`config.mk`:
```
export PLATFORM = sky130hd
export DESIGN_NAME = walk_gate_ctrl
export DESIGN_NICKNAME = d
export VERILOG_FILES = /design/src/rtl/wg_pkg.sv /design/src/rtl/wg_req_qual.sv /design/src/rtl/wg_fsm.sv /design/src/rtl/wg_outreg.sv /design/src/rtl/walk_gate_ctrl.sv
export SDC_FILE = /design/constraint.sdc
export NUM_CORES = 1
export LEC_CHECK = 0
export BUFFER_PORTS_ARGS = -buffer_cell sky130_fd_sc_hd__buf_2
export CAP_MARGIN = 20
export CORE_AREA = 2 2 39 41
export CTS_CLUSTER_SIZE = 25
export DETAILED_ROUTE_END_ITERATION = 16
export DIE_AREA = 0 0 41 43
export GPL_ROUTABILITY_DRIVEN = 1
export SETUP_SLACK_MARGIN = 0.5
export SYNTH_ARGS = -nofsm -noshare
export SYNTH_HDL_FRONTEND = slang
export SYNTH_HIERARCHICAL = 1
export SYNTH_SLANG_ARGS = --single-unit
```
`constraint.sdc`:
```
create_clock -name clk -period 2.4 [get_ports clk]
set_clock_uncertainty 0.15 [all_clocks]
set_input_delay 0.12 -clock clk [delete_from_list [all_inputs] [get_ports clk]]
set_output_delay 0.12 -clock clk [all_outputs]
set_load 0.01 [all_outputs]
```
`src/rtl/wg_pkg.sv`:
```
package wg_pkg;
  localparam int WG_STATE_W = 3;
  typedef enum logic [WG_STATE_W-1:0] {
    WG_READY = 3'd0,
    WG_PREP  = 3'd1,
    WG_WALK  = 3'd2,
    WG_DONE  = 3'd3,
    WG_FLUSH = 3'd4
  } wg_state_e;
endpackage

```
`src/rtl/wg_req_qual.sv`:
```
module wg_req_qual (
  input  logic itlb_miss,
  input  logic dtlb_miss,
  input  logic mem_req,
  input  logic flush_req,
  input  logic irq_pending,
  input  logic exc_pending,
  output logic ireq,
  output logic blocked,
  output logic go_walk,
  output logic go_flush,
  output logic pick_instr
);
  logic dreq;
  // data miss only counts with a live memory operation
  assign dreq       = dtlb_miss & mem_req;
  assign ireq       = itlb_miss;
  assign blocked    = irq_pending | exc_pending;
  assign go_walk    = (dreq | ireq) & ~blocked;
  assign go_flush   = flush_req & ~(dreq | ireq) & ~blocked;
  assign pick_instr = ~dreq;
endmodule

```
`src/rtl/wg_fsm.sv`:
```
module wg_fsm
  import wg_pkg::*;
(
  input  logic      clk,
  input  logic      rst,
  input  logic      go_walk,
  input  logic      go_flush,
  input  logic      pick_instr,
  input  logic      ireq,
  input  logic      blocked,
  input  logic      tlb_write,
  input  logic      walk_fault,
  input  logic      flush_done,
  output wg_state_e state_q,
  output wg_state_e state_d,
  output logic      side_d
);
  logic side_q;

  always_comb begin
    state_d = state_q;
    side_d  = side_q;
    case (state_q)
      WG_READY: begin
        if (go_walk) begin
          state_d = WG_PREP;
          side_d  = pick_instr;
        end else if (go_flush) begin
          state_d = WG_FLUSH;
        end
      end
      WG_PREP:  state_d = WG_WALK;
      WG_WALK: begin
        if (walk_fault)     state_d = WG_READY;
        else if (tlb_write) state_d = WG_DONE;
      end
      WG_DONE: begin
        if (!side_q && ireq && !blocked) begin
          state_d = WG_PREP;
          side_d  = 1'b1;
        end else begin
          state_d = WG_READY;
        end
      end
      WG_FLUSH: if (flush_done) state_d = WG_READY;
      default:  state_d = WG_READY;
    endcase
  end

  always_ff @(posedge clk) begin
    if (rst) begin
      state_q <= WG_READY;
      side_q  <= 1'b0;
    end else begin
      state_q <= state_d;
      side_q  <= side_d;
    end
  end

  // a pending trap in ready keeps the controller in ready
  a_r4_blocked_stays_ready: assert property (@(posedge clk) disable iff (rst)
    (state_q == WG_READY && blocked) |=> (state_q == WG_READY));
  // outcome pulses do nothing outside the walk state
  a_r10_ack_ignored_in_prep: assert property (@(posedge clk) disable iff (rst)
    (state_q == WG_PREP) |=> (state_q == WG_WALK));
  // a fault always returns to ready
  a_r7_fault_to_ready: assert property (@(posedge clk) disable iff (rst)
    (state_q == WG_WALK && walk_fault) |=> (state_q == WG_READY));
endmodule

```
`src/rtl/wg_outreg.sv`:
```
module wg_outreg
  import wg_pkg::*;
(
  input  logic      clk,
  input  logic      rst,
  input  wg_state_e state_q,
  input  wg_state_e state_d,
  input  logic      side_d,
  input  logic      tlb_write,
  input  logic      walk_fault,
  output logic      stall,
  output logic      walker_grant,
  output logic      committed,
  output logic      flush_start,
  output logic      walk_is_instr
);
  logic in_walk_d;
  assign in_walk_d = (state_d == WG_PREP) || (state_d == WG_WALK) || (state_d == WG_DONE);

  always_ff @(posedge clk) begin
    if (rst) begin
      stall         <= 1'b0;
      walker_grant  <= 1'b0;
      committed     <= 1'b0;
      flush_start   <= 1'b0;
      walk_is_instr <= 1'b0;
    end else begin
      stall         <= (state_d == WG_PREP) || (state_d == WG_WALK) || (state_d == WG_FLUSH);
      walker_grant  <= (state_d == WG_WALK);
      committed     <= (state_d != WG_READY);
      flush_start   <= (state_d == WG_FLUSH) && (state_q != WG_FLUSH);
      walk_is_instr <= in_walk_d && side_d;
    end
  end

  // reset clears every output
  a_r1_reset_clears: assert property (@(posedge clk)
    rst |=> (!stall && !walker_grant && !committed && !flush_start && !walk_is_instr));
  // grant is preceded by a stall cycle without grant
  a_r2_stall_before_grant: assert property (@(posedge clk) disable iff (rst)
    $rose(walker_grant) |-> ($past(stall) && !$past(walker_grant)));
  // grant implies committed
  a_r5_grant_committed: assert property (@(posedge clk) disable iff (rst)
    walker_grant |-> committed);
  // fault drops committed next cycle
  a_r7_fault_drops_commit: assert property (@(posedge clk) disable iff (rst)
    (walker_grant && walk_fault) |=> (!committed && !walker_grant));
  // a write keeps committed through the closing cycle
  a_r6_write_holds_commit: assert property (@(posedge clk) disable iff (rst)
    (walker_grant && tlb_write && !walk_fault) |=> (committed && !walker_grant));
  // flush start is a single-cycle pulse
  a_r8_flush_pulse: assert property (@(posedge clk) disable iff (rst)
    flush_start |=> !flush_start);
endmodule

```
`src/rtl/walk_gate_ctrl.sv`:
```
module walk_gate_ctrl
  import wg_pkg::*;
(
  input  logic clk,
  input  logic rst,
  input  logic itlb_miss,
  input  logic dtlb_miss,
  input  logic mem_req,
  input  logic flush_req,
  input  logic irq_pending,
  input  logic exc_pending,
  input  logic tlb_write,
  input  logic walk_fault,
  input  logic flush_done,
  output logic stall,
  output logic walker_grant,
  output logic committed,
  output logic flush_start,
  output logic walk_is_instr
);
  logic      ireq, blocked, go_walk, go_flush, pick_instr, side_d;
  wg_state_e state_q, state_d;

  wg_req_qual u_qual (
    .itlb_miss(itlb_miss), .dtlb_miss(dtlb_miss), .mem_req(mem_req),
    .flush_req(flush_req), .irq_pending(irq_pending), .exc_pending(exc_pending),
    .ireq(ireq), .blocked(blocked), .go_walk(go_walk), .go_flush(go_flush),
    .pick_instr(pick_instr)
  );

  wg_fsm u_fsm (
    .clk(clk), .rst(rst), .go_walk(go_walk), .go_flush(go_flush),
    .pick_instr(pick_instr), .ireq(ireq), .blocked(blocked),
    .tlb_write(tlb_write), .walk_fault(walk_fault), .flush_done(flush_done),
    .state_q(state_q), .state_d(state_d), .side_d(side_d)
  );

  wg_outreg u_out (
    .clk(clk), .rst(rst), .state_q(state_q), .state_d(state_d), .side_d(side_d),
    .tlb_write(tlb_write), .walk_fault(walk_fault),
    .stall(stall), .walker_grant(walker_grant), .committed(committed),
    .flush_start(flush_start), .walk_is_instr(walk_is_instr)
  );
endmodule

```
==> results of run 1 <==
-- cell type report --
type | count | share of cell area [%]
Timing Repair Buffer | 15 | 13.0
Inverter | 3 | 1.95
Tap cell | 16 | 3.47
Clock buffer | 4 | 4.56
Sequential cell | 9 | 32.3
Multi-Input combinational cell | 35 | 44.7
-- per-layer routing --
layer	part of all wire (%)	global-route usage [%]	vias to the layer above	wire [um]
li1	-	-	211	-
met1	47	15.9	182	425
met2	42	16.6	17	379
met3	8.3	1.57	2	74
met4	1.9	8.00	0	17
met5	0	0	-	0
-- where the power goes --
group          internal (uW)  leakage, uW  total (uW)  switching [uW]
combinational           22.2     0.000172        44.7            22.5
sequential               155    0.0000749         161            5.88
clock                   63.9    0.0000150         113            49.5
total                    241     0.000262         319            77.9
-- kinds of logic (layout without fill, tap and decap cells) --
family | count (synthesis) | after routing | share of synthesized area [%]
simple gates | 24 | 24 | 32.4
compound gates | 9 | 9 | 16.5
flops | 9 | 9 | 40.9
buf+inv | 5 | 22 | 5.96
xor+xnor | 1 | 1 | 1.99
mux | 1 | 1 | 2.27
-- registers in the layout, summed over array words and instances (netlist names) --
signal               count
u_out/stall              1
u_fsm/state_q            3
u_out/walk_is_instr      1
u_out/flush_start        1
u_out/walker_grant       1
u_fsm/side_q             1
u_out/committed          1
-- how the worst max path moves through the flow --
stage                                   to  cells after the start
floorplan           u_out/stall$_SDFF_PP0_                      6
global placement    u_out/stall$_SDFF_PP0_                      5
detailed placement  u_out/stall$_SDFF_PP0_                      5
CTS                 u_out/stall$_SDFF_PP0_                      4
global route        u_out/stall$_SDFF_PP0_                      5
finish              u_out/stall$_SDFF_PP0_                      5
-- cells in the final DEF, fill, tap and decap left out, types with 2 or more instances in the layout --
cell      count
nor2_1        6
a21oi_1       3
nand2_1       4
nor3_1        2
clkbuf_4      3
inv_1         3
dfxtp_1       6
buf_2        15
dfxtp_2       2
nor4b_1       3
-- synthesized netlist by cell type --
| library cell | number | share of area, % |
|---|---|---|
| nor4b_1 | 3 | 6.0 |
| or4b_4 | 1 | 3.1 |
| a21oi_1 | 3 | 3.4 |
| nor3b_1 | 1 | 1.7 |
| o211a_1 | 1 | 2.3 |
| and3_1 | 1 | 1.4 |
| mux2i_1 | 1 | 2.3 |
| nor3_1 | 3 | 3.4 |
| a21oi_2 | 1 | 2.0 |
| o32ai_1 | 1 | 2.0 |
| and4_1 | 1 | 2.0 |
| nor4_1 | 1 | 1.4 |
| buf_4 | 2 | 3.4 |
| or3b_1 | 1 | 2.0 |
| nand2_1 | 4 | 3.4 |
| nor2_1 | 6 | 5.1 |
| dfxtp_1 | 9 | 41 |
| o21ai_0 | 1 | 1.1 |
| nor2b_1 | 1 | 1.4 |
| o32ai_2 | 1 | 3.7 |
| or3_1 | 1 | 1.4 |
| a2bb2oi_1 | 1 | 2.0 |
| xor2_1 | 1 | 2.0 |
| inv_1 | 3 | 2.6 |
-- per-stage QoR --
step	power [uW]	instances	setup slack, ps
after floorplan	189	49	533
after global placement	206	78	427
after detailed placement	206	78	376
after CTS	324	82	539
after global routing	340	82	521
final	319	82	617
-- worst register-to-register path, stage by stage (launching register included) --
cell,delay [ps]
dfxtp_4,400
nand2_1,70
or4b_4,530
o32ai_4,200
xor2_1,110
o211a_1,220
==> key figures, run 1 <==
Outcome
  – Status: complete, no violations

Timing
  – Achievable Freq: between 0.5 and 0.6 GHz
  – Post-route clock period utilization: around 74%
  – Final Setup Violations: 0
  – Final min period: 1780 ps
  – Setup_tns: 0 ps
  – RSZ-0062 raised after global routing: false
  – Slew Limit Fails: 0
  – Rel. slew slack: approximately three quarters
  – Measured slew at the worst slew-check pin: between 400 and 500 ps
  – Fin Hold WS: between 10 and 15 ps
  – Final Hold Fails: 0

Logic synthesis
  – Synthesized net count: 60
  – Post-synthesis sequential area ratio: about two fifths
  – Distinct cells, synth: 24
  – Syn_area_per_cell: 8.99 um2
  – Ys Warns: 6
  – Synth Instances: between 40 and 50
  – Post-synthesis cell area: between 400 and 500 um2
  – Yosys reg bits: 9

Clocking
  – Post-CTS setup buffer count: 0
  – Clk slew on worst S/H paths: roughly 60 ps
  – Clk sinks: 9
  – CTS tree: done
  – Cts repair resizes: 3
  – CTS Buf Count: 3
  – Worst-skew pair later-pin latency: ~250 ps
  – Cts hold-fix bufs: 0
  – Root Buffer: clkbuf_4
  – H-tree levels: 1
  – Max clock buf depth: 2

Floorplan
  – Die X-Extent: ~40 um
  – Die ar.: between 1500 and 2000 um2
  – Die Y-Extent: ~43 um
  – Initial Utilization: 31.8%
  – Core area: roughly 1400 um2
  – Num ports: 16
  – # rows: 14

Flow run
  – Max-cap check violation count: 0

Critical path
  – CP Capture Type: flop
  – Crit path required time: ~2400 ps
  – Crit. Startpoint: u_fsm/state_q[0]$_SDFF_PP0_
  – CP delay by family, top: simple AND/OR/NAND/NOR gates
  – CP bufs+invs: 0
  – CP max stage delay: 530 ps
  – R2R Setup Slk: slightly above 600 ps
  – R2R depth: 5
  – Reg2reg end: u_out/stall$_SDFF_PP0_
  – Slowest CP cell: or4b_4
  – Crit path DAT: around 1800 ps
  – Critical path class: reg2reg
  – Startpoint Class: flop
  – Cell breakdown of the critical path: nand2_1 -> or4b_4 -> o32ai_4 -> xor2_1 -> o211a_1
  – Worst reg2reg path startpoint: u_fsm/state_q[0]$_SDFF_PP0_
  – CP max FO: 9

Drt
  – Vias: about 410
  – Antenna viol nets, final: 0
  – Drt initial violations: 5
  – Pre-antenna DRT Iters: 2
  – Wirelength, routed: about 900 um
  – Wire per inst: 10.9 um
  – Vias/cell: ~5
  – Drt drc: 0

GRT
  – Total gr overflow: 0
  – Largest net degree at the start of global routing: 10
  – First-pass GRT wire length: 1440 um
  – GRT Util Overall: 11.8%
  – Initial antenna violation count: 0
  – Vias in the first global route: about 350

Layout
  – Layout Area Growth over Synthesis: 31.0%
  – Sequential cell area: 186 um2
  – Layout cells sized above 1: between 30% and 40%
  – Diode count: 0
  – Final net count: roughly 80
  – Post-layout instance area: between 500 and 600 um2
  – Footprint of the multi-input gates: roughly 260 um2
  – Post-layout util: a little over two fifths
  – Filler cells: approximately 160

Worst hold path
  – HP Start: rst
  – Worst hold path endpoint: u_fsm/side_q$_SDFF_PP0_
  – Worst hold path depth: 2
  – Min-Delay Path Class: in2reg

Place
  – I/O Buffers: 15
  – RD Place Congestion: roughly 0.76
  – Placed Area: approximately 520 um2
  – HPWL after DPL: roughly 700 um

Power
  – PD cells: 553 nW/um2
  – Leakage power: 0.000262 uW
  – Peak supply drop: 0.172 mV
Note: power is estimated with default switching activity, not from simulation.
==> run 2, diff against run 1 <==
clock period = 1.8 ns   (was 2.4 ns; I/O delays follow)
==> key figures, run 2 (synthesis gave the netlist of run 1 again) <==
Outcome
  – Status: complete, no violations

GRT
  – First-pass GRT wire length: 1590 um
  – GRT Util Overall: a little over an eighth
  – Largest net degree at the start of global routing: 10
  – Initial antenna violation count: 0
  – Total gr overflow: 0
  – Vias in the first global route: around 400

Floorplan
  – Num ports: 16
  – Die Y-Extent: 43 um
  – Initial Utilization: between 30% and 40%
  – # rows: 14
  – Die ar.: around 1800 um2
  – Die X-Extent: 41 um
  – Core area: 1380 um2

Power
  – Logic pwr share: a little under a fifth
  – Sw Share: a little over a quarter
  – PD cells: 666 nW/um2
  – Pint: 336 uW
  – Switch Pwr: 119 uW
  – Flop pwr share: between 40% and 50%
  – Part of the power in the clock network: a little over a third
  – Peak supply drop: between 0.3 and 0.4 mV
  – Leakage power: 0.000310 uW

Timing
  – Slew Limit Fails: 0
  – Achievable Freq: 0.606 GHz
  – Rel. slew slack: between 70% and 80%
  – RSZ-0062 raised after global routing: true
  – Measured slew at the worst slew-check pin: between 400 and 500 ps
  – Fin Hold WS: between 80 and 90 ps
  – Final Setup Violations: 0
  – Final WS setup: between 150 and 200 ps
  – Final Hold Fails: 0
  – Final min period: 1650 ps
  – Post-route clock period utilization: between 90 and 100%
  – Setup_tns: 0 ps

Layout
  – Diode count: 0
  – Layout Area Growth over Synthesis: 55.1%
  – Commonest non-fill, non-tap cell in the layout: buf_2
  – Layout cells sized above 1: between 50% and 60%
  – Max reg flops: 3
  – Biggest register: u_fsm/state_q
  – Post-layout instance area: about 700 um2
  – Most frequent cells in the layout: buf_2 (15), buf_4 (7), dfxtp_1 (6)
  – Final net count: 86

Place
  – I/O Buffers: 15
  – Place WS: about 82 ps
  – RD Place Congestion: approximately 0.83
  – HPWL after DPL: 671 um
  – Placed Area: approximately 560 um2

Clocking
  – H-tree levels: 1
  – Clk slew on worst S/H paths: 60 ps
  – CTS Buf Count: 3
  – Root Buffer: clkbuf_4
  – Clk sinks: 9
  – CTS tree: done
  – Max clock buf depth: 2
  – Worst-skew pair later-pin latency: approximately 260 ps

Drt
  – Vias: roughly 450
  – Drt drc: 0
  – Antenna viol nets, final: 0
  – Wirelength, routed: between 1000 and 1500 um
  – Wire per inst: between 10 and 15 um
  – Pre-antenna DRT Iters: 4
  – Vias/cell: 4.96
  – Drt initial violations: 3

Critical path
  – R2R depth: 5
  – Critical path class: reg2reg
  – CP Capture Type: flop
  – Slowest CP cell: or4b_4
  – Crit path DAT: ~1700 ps
  – Startpoint Class: flop
  – Cell breakdown of the critical path: nand2_2 -> or4b_4 -> o32ai_4 -> xor2_1 -> o211a_1
  – CP max stage delay: ~500 ps
  – CP max FO: 5
  – Crit path required time: roughly 1800 ps

Flow run
  – Max-cap check violation count: 0

Worst hold path
  – Worst hold path depth: 4
  – Min-Delay Path Class: in2reg
==> run 2: critical path: cells and delay by family (launching register included) <==
family | cells | cell delay [ps]
compound gates | 2 | 390
xor+xnor | 1 | 110
flops | 1 | 330
simple gates | 2 | 560
==> run 2: timing repair <==
action | in CTS | in global routing
gates resized for setup | 7 | 3
pin swaps | 5 | 2
hold buffers | 1 | 0
endpoints found under the hold margin | 7 | 0
setup endpoints to repair | 7 | 7
setup buffers | 4 | 0
==> run 2: worst paths after layout <==
check / start / to / slack [ps]
worst max-delay path: u_fsm/state_q[0]$_SDFF_PP0_ / u_out/stall$_SDFF_PP0_ / 150
worst min-delay path: mem_req / u_fsm/side_q$_SDFF_PP0_ / 90
worst max register to register: u_fsm/state_q[0]$_SDFF_PP0_ / u_out/stall$_SDFF_PP0_ / 150
worst min register to register: u_fsm/state_q[1]$_SDFF_PP0_ / u_fsm/state_q[2]$_SDFF_PP0_ / 430
==> run 2: layout make-up <==
class / count / area [um2]
Fill cell: 125 / 701
Multi-Input combinational cell: 35 / 304
Sequential cell: 9 / 184
Timing Repair Buffer: 23 / 138
Clock buffer: 4 / 26.3
Tap cell: 16 / 20.0
Inverter: 3 / 11.3
==> run 2: per-layer routing <==
layer  GRT usage [%]  up-vias  wire, um
met2            19.1        8       522
li1                -      226         -
met1            17.3      212       489
met4            12.0        0         0
met5               0        -         0
met3            1.57        0        24
==> run 2: stage by stage <==
stage	total power, uW	util, %	std cells
after floorplan	257	-	49
after global placement	281	40.7	81
after detailed placement	282	40.7	81
after CTS	458	47.9	90
after global routing	477	49.4	90
final	455	49.4	90
==> run 2: power groups by stage <==
stage	clock network [uW]	logic, uW	registers (uW)
floorplan	0	37.2	220
global placement	0	65.5	216
detailed placement	0	65.7	216
CTS	167	79.2	212
global route	172	91.8	213
finish	158	84.1	213
==> run 3, diff against run 2 <==
clock period = 2 ns   (was 1.8 ns; I/O delays follow)
==> key figures, run 3 (synthesis gave the netlist of run 1 again) <==
Power
  – Pint: about 300 uW
  – Switch Pwr: 114 uW
  – Peak supply drop: 0.273 mV
  – Leakage power: between 0.0003 and 0.0004 uW
  – Sw Share: around 28%
  – Part of the power in the clock network: 35.1%
  – PD cells: about 600 nW/um2
  – Total power draw: a little over 400 uW
  – Logic pwr share: a little under a fifth
  – Flop pwr share: between 40% and 50%

Outcome
  – Status: complete, no violations

Timing
  – Measured slew at the worst slew-check pin: a little over 500 ps
  – Rel. slew slack: 66.0%
  – Post-route clock period utilization: between 80% and 90%
  – Fin Hold WS: around 98 ps
  – Slew Limit Fails: 0
  – Achievable Freq: 0.588 GHz
  – RSZ-0062 raised after global routing: true
  – Final min period: about 1700 ps
  – Setup_tns: 0 ps
  – Final Hold Fails: 0
  – Final Setup Violations: 0

Layout
  – Final net count: between 80 and 90
  – Most frequent cells in the layout: buf_2 (15), buf_4 (6), dfxtp_1 (6)
  – Commonest non-fill, non-tap cell in the layout: buf_2
  – Max reg flops: 3
  – Layout cells sized above 1: between 50% and 60%
  – Diode count: 0
  – Layout Area Growth over Synthesis: 54.8%
  – Biggest register: u_fsm/state_q

GRT
  – GRT met1 Usage: about 18%
  – Grt met3 use: under 10%
  – Global Route met2 Usage: 24.1%
  – Largest net degree at the start of global routing: 10
  – First-pass GRT wire length: about 1800 um
  – Initial antenna violation count: 0
  – GRT Util Overall: between 10% and 20%
  – GR peak layer: met2
  – Vias in the first global route: 416
  – Total gr overflow: 0

Drt
  – Wire per inst: approximately 14 um
  – Vias: between 400 and 500
  – Antenna viol nets, final: 0
  – Drt initial violations: 9
  – Drt drc: 0
  – Vias/cell: roughly 5.2
  – Pre-antenna DRT Iters: 4
  – Wirelength, routed: 1260 um

Floorplan
  – Die ar.: 1760 um2
  – Core area: ~1400 um2
  – # rows: 14
  – Initial Utilization: a little under a third
  – Die Y-Extent: 43 um
  – Num ports: 16
  – Die X-Extent: 41 um

Critical path
  – Critical path class: reg2reg
  – CP max FO: 5
  – CP Capture Type: flop
  – Crit path required time: ~2000 ps
  – CP delay by family, top: simple AND/OR/NAND/NOR gates
  – Cell breakdown of the critical path: nand2_2 -> or4b_4 -> o32ai_4 -> xor2_1 -> o211a_1
  – Startpoint Class: flop
  – CP max stage delay: 530 ps
  – Crit path DAT: around 1700 ps
  – Slowest CP cell: or4b_4
  – CP bufs+invs: 0

Clocking
  – CTS tree: done
  – Max clock buf depth: 2
  – CTS Buf Count: 3
  – Clk sinks: 9
  – Worst-skew pair later-pin latency: approximately 270 ps
  – Root Buffer: clkbuf_4
  – H-tree levels: 1
  – Clk slew on worst S/H paths: ~70 ps

Worst hold path
  – Min-Delay Path Class: in2reg

Place
  – RD Place Congestion: around 0.76
  – HPWL after DPL: around 700 um
  – I/O Buffers: 15

Flow run
  – Max-cap check violation count: 0
## run 3: cell types whose count changed in the layout (fill, tap and decap cells not counted), sizes merged
cell    before  now
clkbuf       4    3
clkinv       0    1
buf         22   21
## run 3: tightest hold or removal path: stages
cell and delay [ps]:
buf_2 80, nor2b_1 30, a21oi_1 190, nor4_1 70
## run 3: repair_timing
action | in CTS | in global routing
pin swaps | 4 | 4
setup buffers | 5 | 1
gates resized for setup | 6 | 8
endpoints found under the setup margin | 6 | 7
hold buffers | 1 | 0
endpoints found under the hold margin | 6 | 0
## run 3: layer usage
metal  share of wire [%]  routed length [um]
met2                  53                 673
met4                 2.1                  26
met5                   0                   0
met3                 7.5                  94
met1                  37                 464
## run 3: path summary, 6_finish.rpt
path                                    start                           to  slack [ps]  cells past startpoint
setup reg to reg  u_fsm/state_q[0]$_SDFF_PP0_       u_out/stall$_SDFF_PP0_         300                      5
hold / removal                     flush_done  u_fsm/state_q[2]$_SDFF_PP0_         100                      4
setup / recovery  u_fsm/state_q[0]$_SDFF_PP0_       u_out/stall$_SDFF_PP0_         300                      5
hold reg to reg   u_fsm/state_q[2]$_SDFF_PP0_  u_fsm/state_q[1]$_SDFF_PP0_         430                      1
## run 3: power by group through the flow
stage	sequential, uW	clock (uW)	combinational [uW]
after detailed placement	198	0	53.9
after global routing	191	161	83.1
after global placement	198	0	53.3
after CTS	190	148	65.3
after floorplan	198	0	33.5
final	190	144	76.4
## run 3: layout make-up
| type | instances | area (um2) |
|---|---|---|
| inverters | 3 | 11.3 |
| fillers | 137 | 702 |
| flip-flops and latches | 9 | 189 |
| repair buffers | 22 | 130 |
| multi-input cells | 35 | 304 |
| clock inverters | 1 | 5.00 |
| well taps | 16 | 20.0 |
| clock buffers | 3 | 22.5 |
## run 3: through the flow
stage	cells	area (um2)	util [%]	setup slack, ps
finish	89	682	49.3	299
global route	89	682	49.3	198
CTS	88	634	45.8	227
detailed placement	78	541	39.1	167
global placement	78	541	39.1	167
floorplan	49	464	-	275
